[src/rtl/smem_timing_calc.sv]
module smem_timing_calc #(
  parameter int NS_W   = 16,
  parameter int FREQ_W = 32,
  parameter int CYC_W  = 7,
  parameter int ACC_W  = 48
) (
  input  logic             clk,
  input  logic             rst_n,
  input  logic             start,
  input  logic [FREQ_W-1:0] freq_hz,
  input  logic [NS_W-1:0]  rd_cs_setup_ns,
  input  logic [NS_W-1:0]  rd_strb_setup_ns,
  input  logic [NS_W-1:0]  wr_cs_setup_ns,
  input  logic [NS_W-1:0]  wr_strb_setup_ns,
  input  logic [NS_W-1:0]  rd_cs_width_ns,
  input  logic [NS_W-1:0]  rd_strb_width_ns,
  input  logic [NS_W-1:0]  wr_cs_width_ns,
  input  logic [NS_W-1:0]  wr_strb_width_ns,
  input  logic [NS_W-1:0]  rd_total_ns,
  input  logic [NS_W-1:0]  wr_total_ns,
  input  logic [NS_W-1:0]  rd_cs_hold_ns,
  input  logic [NS_W-1:0]  rd_strb_hold_ns,
  input  logic [NS_W-1:0]  wr_cs_hold_ns,
  input  logic [NS_W-1:0]  wr_strb_hold_ns,
  output logic [CYC_W-1:0] rd_cs_setup_cyc,
  output logic [CYC_W-1:0] rd_strb_setup_cyc,
  output logic [CYC_W-1:0] wr_cs_setup_cyc,
  output logic [CYC_W-1:0] wr_strb_setup_cyc,
  output logic [CYC_W-1:0] rd_cs_width_cyc,
  output logic [CYC_W-1:0] rd_strb_width_cyc,
  output logic [CYC_W-1:0] wr_cs_width_cyc,
  output logic [CYC_W-1:0] wr_strb_width_cyc,
  output logic [CYC_W-1:0] rd_total_cyc,
  output logic [CYC_W-1:0] wr_total_cyc,
  output logic             overflow,
  output logic             busy,
  output logic             done
);
  localparam int N_IN  = 14;
  localparam int N_OUT = 10;
  localparam int IDX_W = $clog2(N_IN);
  localparam int FRAC  = 16;
  localparam int RW    = ACC_W - FRAC;
  localparam int SW    = RW + 2;
  localparam int FIRST_HOLD = 10;
  localparam logic [SW-1:0] CMAX = SW'((1 << CYC_W) - 1);

  typedef enum logic [1:0] {S_IDLE, S_CONV, S_FIN} st_t;

  st_t              st;
  logic [IDX_W-1:0] idx;
  logic [ACC_W-1:0] scale_q;
  logic [NS_W-1:0]  req [N_IN];
  logic [NS_W-1:0]  inq [N_IN];
  logic [RW-1:0]    res [N_IN];
  logic [SW-1:0]    full [N_OUT];
  logic [CYC_W-1:0] outq [N_OUT];
  logic [N_OUT-1:0] clip;

  assign req[0]  = rd_cs_setup_ns;
  assign req[1]  = rd_strb_setup_ns;
  assign req[2]  = wr_cs_setup_ns;
  assign req[3]  = wr_strb_setup_ns;
  assign req[4]  = rd_cs_width_ns;
  assign req[5]  = rd_strb_width_ns;
  assign req[6]  = wr_cs_width_ns;
  assign req[7]  = wr_strb_width_ns;
  assign req[8]  = rd_total_ns;
  assign req[9]  = wr_total_ns;
  assign req[10] = rd_cs_hold_ns;
  assign req[11] = rd_strb_hold_ns;
  assign req[12] = wr_cs_hold_ns;
  assign req[13] = wr_strb_hold_ns;

  wire [ACC_W-1:0] scale_d =
    ((ACC_W'(freq_hz) / ACC_W'(10000)) << FRAC) / ACC_W'(100000);

  wire [NS_W-1:0]  sel   = inq[idx];
  wire [ACC_W-1:0] prod  = ACC_W'(sel) * scale_q;
  wire [ACC_W-1:0] round = prod + ACC_W'((1 << FRAC) - 1);
  wire             is_hold = (idx >= IDX_W'(FIRST_HOLD));
  wire [RW-1:0]    step  = (sel != '0) ? round[ACC_W-1:FRAC]
                                       : (is_hold ? RW'(1) : RW'(0));

  function automatic logic [SW-1:0] mx(input logic [SW-1:0] a, input logic [SW-1:0] b);
    return (a > b) ? a : b;
  endfunction

  function automatic logic [SW-1:0] leg(input logic [RW-1:0] s, input logic [RW-1:0] w,
                                        input logic [RW-1:0] h);
    return SW'(s) + SW'(w) + SW'(h);
  endfunction

  always_comb begin
    for (int i = 0; i < 8; i++) full[i] = SW'(res[i]);
    full[8] = mx(mx(SW'(res[8]), leg(res[0], res[4], res[10])), leg(res[1], res[5], res[11]));
    full[9] = mx(mx(SW'(res[9]), leg(res[2], res[6], res[12])), leg(res[3], res[7], res[13]));
    for (int i = 0; i < N_OUT; i++) clip[i] = full[i] > CMAX;
  end

  always_ff @(posedge clk or negedge rst_n) begin
    if (!rst_n) begin
      st       <= S_IDLE;
      idx      <= '0;
      scale_q  <= '0;
      done     <= 1'b0;
      overflow <= 1'b0;
      for (int i = 0; i < N_IN; i++) begin
        inq[i] <= '0;
        res[i] <= '0;
      end
      for (int i = 0; i < N_OUT; i++) outq[i] <= '0;
    end else begin
      done <= 1'b0;
      case (st)
        S_IDLE: if (start) begin
          for (int i = 0; i < N_IN; i++) inq[i] <= req[i];
          scale_q <= scale_d;
          idx     <= '0;
          st      <= S_CONV;
        end
        S_CONV: begin
          res[idx] <= step;
          if (idx == IDX_W'(N_IN - 1)) st <= S_FIN;
          else idx <= idx + 1'b1;
        end
        default: begin
          for (int i = 0; i < N_OUT; i++)
            outq[i] <= clip[i] ? CMAX[CYC_W-1:0] : full[i][CYC_W-1:0];
          overflow <= |clip;
          done     <= 1'b1;
          st       <= S_IDLE;
        end
      endcase
    end
  end

  assign busy              = (st != S_IDLE);
  assign rd_cs_setup_cyc   = outq[0];
  assign rd_strb_setup_cyc = outq[1];
  assign wr_cs_setup_cyc   = outq[2];
  assign wr_strb_setup_cyc = outq[3];
  assign rd_cs_width_cyc   = outq[4];
  assign rd_strb_width_cyc = outq[5];
  assign wr_cs_width_cyc   = outq[6];
  assign wr_strb_width_cyc = outq[7];
  assign rd_total_cyc      = outq[8];
  assign wr_total_cyc      = outq[9];
endmodule


[config.mk]
export PLATFORM = sky130hd
export DESIGN_NAME = smem_timing_calc
export DESIGN_NICKNAME = d
export VERILOG_FILES = /design/src/rtl/smem_timing_calc.sv
export SDC_FILE = /design/constraint.sdc
export NUM_CORES = 2
export LEC_CHECK = 0
export ABC_CLOCK_PERIOD_IN_PS = 18400
export BUFFER_PORTS_ARGS = -buffer_cell sky130_fd_sc_hd__buf_2
export CORE_MARGIN = 2
export CORE_UTILIZATION = 34
export DETAILED_ROUTE_END_ITERATION = 10
export PLACE_DENSITY = 0.46
export SLEW_MARGIN = 10
export SYNTH_ARGS = -nofsm -noshare
export SYNTH_HDL_FRONTEND = slang
export SYNTH_SLANG_ARGS = --single-unit
[constraint.sdc]
create_clock -name clk -period 18.4 [get_ports clk]
set_input_delay 4.6 -clock clk [delete_from_list [all_inputs] [get_ports clk]]
set_output_delay 4.6 -clock clk [all_outputs]
set_load 0.1 [all_outputs]
# Word level (Yosys, flattened, before mapping)

Index checks and enable logic that the tools add are counted.
Widths: inputs -> output; s select.

Add/subtract/negate cells: 10
$mul: 1
Div/mod/pow operators: 2
$lt $le $gt $ge: 17
Equality and inequality tests: 5
Multiplexer cells: 29
Bitwise logic cells: 1
Reduce and logical (&&, ||, !) cells: 10

Operators with widths:

| operator               | number |
|---|---|
| $bwmux 448             | 1 |
| $gt 32x7->1 const B    | 8 |
| $add 33x32->34         | 4 |
| $mux 34                | 4 |
| $add 32x32->33         | 4 |
| $demux 32 s4           | 1 |
| $mux 7                 | 10 |
| $gt 32x34->1           | 2 |
| $gt 34x34->1           | 2 |
| $gt 34x7->1 const B    | 2 |
| $bmux 16 s4            | 1 |
| $mux 32                | 2 |
| $add 48x16->48 const B | 1 |
| $div 32x14->48 const B | 1 |
| $div 48x17->48 const B | 1 |
| $mul 16x48->48         | 1 |
| $mux 16                | 2 |
| $reduce_bool 16->1     | 1 |
| $reduce_or 10->1       | 1 |
| $mux 4                 | 2 |
| $pmux 4 s2             | 1 |
| $ne 2x2->1 const B     | 3 |
| $ge 5x5->1 const B     | 1 |
| $lt 5x1->1 const B     | 1 |
| other kinds (14)       | 18 |

Flip-flop bits (word level): 798
Bits of input ports: 259
Output and inout bits: 73
Logic and storage cells: 118

# Logic depth before layout (Yosys ltp)

Depth after elaboration: 8
Depth in mapped cells: 158
Depth with buffers taken out: 132

# Worst setup path before layout

OpenSTA, ideal clock, no wires.

Path kind: input-to-reg
From: input freq_hz[25]
To: register scale_q[0]
Setup time: 0.144 ns
Arrival: 37.964 ns
Data required time: 18.256 ns
Slack: -19.709 ns
Stages on the path: 145
Buffers on the path: 21
Cell sequence: buf_2 or4_4 nand4_1 mux2_2 a41oi_1 mux2i_1 or4_1 buf_4 o211a_1 o211a_4 and3_1 or4_1 and2_1 buf_2 o21ba_1 a211oi_2 a21oi_1 buf_4 [109 not listed] a211o_1 a211o_1 buf_6 ha_1 nor2_1 mux2_2 a211o_1 a41oi_1 or4_1 xnor2_1 or4b_1 buf_2 nor4b_4 a311oi_1 a211o_1 a2bb2o_2 nor4_2 a41oi_1

Cells in the longest elaborated chain, start to end: 2

RTL lines:

| what                 | RTL line | source |
|---|---|---|
| start, declared      | 10       | `input logic [FREQ_W-1:0] freq_hz,` |
| $div 32x14->48       | 76       | `((ACC_W'(freq_hz) / ACC_W'(10000)) << FRAC) / ACC_W'(100000);` |
| $div 48x17->48       | 76       |  |
| end signal, assigned | 118      | `scale_q <= scale_d;` |
| end, declared        | 52       | `logic [ACC_W-1:0] scale_q;` |

Every way passes these cells.
A chain may end at the register's enable or synchronous reset.

# Worst setup path after layout

From: input freq_hz[22]
To: register scale_q[0]

Same word-level chain as after synthesis.

==> flow_summary.json <==
{
  "status": "finished, violations left",
  "violations": "negative setup slack",
  "startpoint": "freq_hz[22]",
  "min_period_over_period_pct": 180.8,
  "synth_top_family_by_area": "compound AO/OA/AOI/OAI gates",
  "drt-pass1-iter-count": 5,
  "postPlaceCellArea_sq_um": 77740,
  "cp-start-kind": "primary input",
  "regArea_sq_um": 15750,
  "worst_slew_pin_slew_ps": 1207,
  "synthAdderAreaFrac_pct": 17.35,
  "slew-limit-headroom_pct": 19.32,
  "ys_top_cells_by_area": "dfrtp_1 25%, fa_1 11%, nand2_1 9.5%, ha_1 6.1%, o21ai_0 4.4%",
  "antenna_left": 0,
  "antenna_found_initial": 10,
  "hold_viol_final": 0,
  "grt_usage_pct": 23.94,
  "die_area_sq_um": 185900,
  "cts_tree": "yes",
  "grt_pass1_wl_mm": 355.3,
  "routed_wl_mm": 226.8,
  "drv_cap": 0,
  "drt_iter0_drc": 3389,
  "syn_to_final_growth_pct": 36.81,
  "synthDominantCellAreaShare_pct": 25.37,
  "grt-ovfl-total": 0,
  "crit_fanout": 11,
  "io_pins": 332,
  "syn_avg_cell_area_sq_um": 8.247,
  "critPathCapture": "scale_q[0]",
  "avgRoutedWirePerCell_um": 19.43,
  "hpwl_mm": 177.2,
  "crit_type": "primary input to register",
  "r2r_cells": 72,
  "synthesis.area_sq_um": 62050,
  "max_freq_ghz": 0.03007,
  "final.min_clock_period_ps": 33260,
  "top_usage_layer": "met2",
  "start_util_pct": 34.26,
  "fill_cells": 17860,
  "path_clk_slew_ps": 50,
  "nNetsFinal": 10140,
  "synthArstFlopShare_pct": 100.0,
  "slew_viol_final": 0,
  "use_met2_pct": 40.18,
  "r2r_slack_ps": 3850,
  "clock_skew_ps": 41.84,
  "cts_sinks": 629,
  "hp-class": "register to register",
  "crit_path_end_kind": "register",
  "grt_util_met1_pct": 33.21,
  "synth_area_leader_cell": "dfrtp_1",
  "vias": 61150,
  "viasPerCell": 5.238,
  "multiInputGateArea_sq_um": 46740,
  "fin_ws_ps": -14860,
  "die_x_um": 431.2,
  "grt_pass1_vias": 61680,
  "critPathSlowestCell": "or4_4",
  "grt_setup_unrepaired": "true",
  "synth-xor-area-share_pct": 5.102,
  "core_region_area_sq_um": 181100,
  "die_height_um": 431.2,
  "synth_cell_types": 144,
  "arrival_ps": 33820,
  "numCtsBuffers": 79,
  "regToRegEndpoint": "full[326]",
  "rows": 156,
  "ctsHoldBuffers": 0,
  "clockBufferDepth": 3,
  "synth-compound-area-share_pct": 21.47,
  "root_buffer": "clkbuf_16",
  "netlist_instances": 7524,
  "most-common-layout-cells": "1,629 x buf_4, 1,542 x nand2_1, 625 x dfrtp_1",
  "seq_area_frac_synth_pct": 25.37,
  "ys_warn_count": 0,
  "path_common_cell": "buf_4",
  "worstReg2RegStart": "idx[0]",
  "synth.mux.area_fraction_pct": 3.918,
  "io_buffers": 327,
  "slowest_delay_ps": 610,
  "synthSimpleGateAreaFrac_pct": 21.29,
  "crit_required_ps": 18960,
  "synth-seq-cells": 629,
  "final_common_cell": "buf_4",
  "synth-main-ff-cell": "dfrtp_1",
  "drcViolationCount": 0,
  "setup_viol": 15,
  "grt_util_met3_pct": 2.034,
  "clock_latency_ps": 730,
  "cts_max_level": 3,
  "layout-drive-gt1-share_pct": 31.46,
  "synth_edf_count": 0,
  "design_area_sq_um": 84890,
  "postSynthNetCount": 8426,
  "gp_congestion": 0.9014,
  "grt_max_degree": 210
}
## how the worst min path moves through the flow
stage	start	end	slack, ps	cells past startpoint
after floorplan	inq[112]	inq[112]	440	2
after global placement	inq[109]	inq[109]	450	2
after detailed placement	inq[102]	inq[102]	460	2
after CTS	inq[56]	inq[56]	470	2
after global routing	inq[15]	inq[15]	490	2
final	inq[182]	inq[182]	470	2
## cells in the mapped netlist, types with 22 or more instances
cell       instances
nand2_1         1567
dfrtp_1          629
o21ai_0          545
inv_1            470
nor2_1           424
a21oi_1          390
fa_1             342
ha_1             301
clkbuf_1         297
xnor2_1          258
and2_1           150
nand3_1          123
nor3_1           106
mux2i_1           87
xor2_1            86
o21bai_1          82
a21o_1            75
nand4_1           73
nor4_1            68
o211ai_1          58
o21ai_1           58
a31oi_1           54
or3_1             51
mux4_2            48
a211oi_1          46
buf_2             45
o21a_1            43
and3_1            42
o31ai_1           41
nor2b_1           39
nand2b_1          38
buf_1             37
mux2_2            34
o2111ai_1         33
or2_2             33
o22ai_1           29
a211o_1           27
o211a_1           25
or4_1             24
a221oi_1          22
or2_1             22
## cell type report
class,count,area share [%]
clock buffer,108,2.622
tap,2370,3.493
multi-input combinational,6023,55.06
timing repair buffer,2031,17.54
sequential,629,18.56
inverter,477,2.140
antenna,5,0.01474
clock inverter,32,0.5704
## state kept, by name (all words and copies together), names as in the netlist, 19 cells and up
| name | cells |
|---|---|
| full | 176 |
| inq | 224 |
| scale_q | 19 |
| res | 132 |
## per-stage QoR
stage                     std cells  TNS, ps  hold slack, ps  utilization, %  setup slack (ps)
after floorplan                7524  -127700           440.3               -            -16330
after global placement        11340  -130820           453.9           42.92            -16320
after detailed placement      11340  -133660           460.0           42.92            -16520
after CTS                     11580  -108090           474.6           45.71            -14340
after global routing          11670  -127600           489.5           46.86            -15900
final                         11680  -115640           470.4           46.87            -14860
## worst max-delay path: cells and delay by family
| family | cells | cell delay (ps) |
|---|---|---|
| AOI/OAI and AO/OA | 54 | 12560 |
| and+or+nand+nor | 35 | 9220 |
| xor gates and xnor gates | 6 | 1140 |
| buffers and inverters | 23 | 3090 |
| muxes | 9 | 2300 |
| adders and majority gates | 5 | 880 |
## layer usage
layer	wire (um)	part of all wire, %	vias up
li1	-	-	29830
met1	106300	47	30030
met2	107700	47	1066
met3	7410	3.3	222
met4	5408	2.4	2
met5	13	0.0057	-
## timing repair
item / 4_1_cts / 5_1_grt
buffers inserted: 99 / 103
pin swaps: 126 / 114
cloned: 1 / 0
resized for setup: 312 / 282
setup endpoints to repair: 15 / 16
## logic make-up after synthesis
kind of cell    after synthesis
mux                         176
compound gates             1945
simple gates               2891
flops                       629
buf+inv                     872
xor+xnor                    353
fa+ha+maj                   658
Power is left out: the tool's default activity adds up to more than one toggle a clock period on the data nets, which glitch-free logic cannot reach.
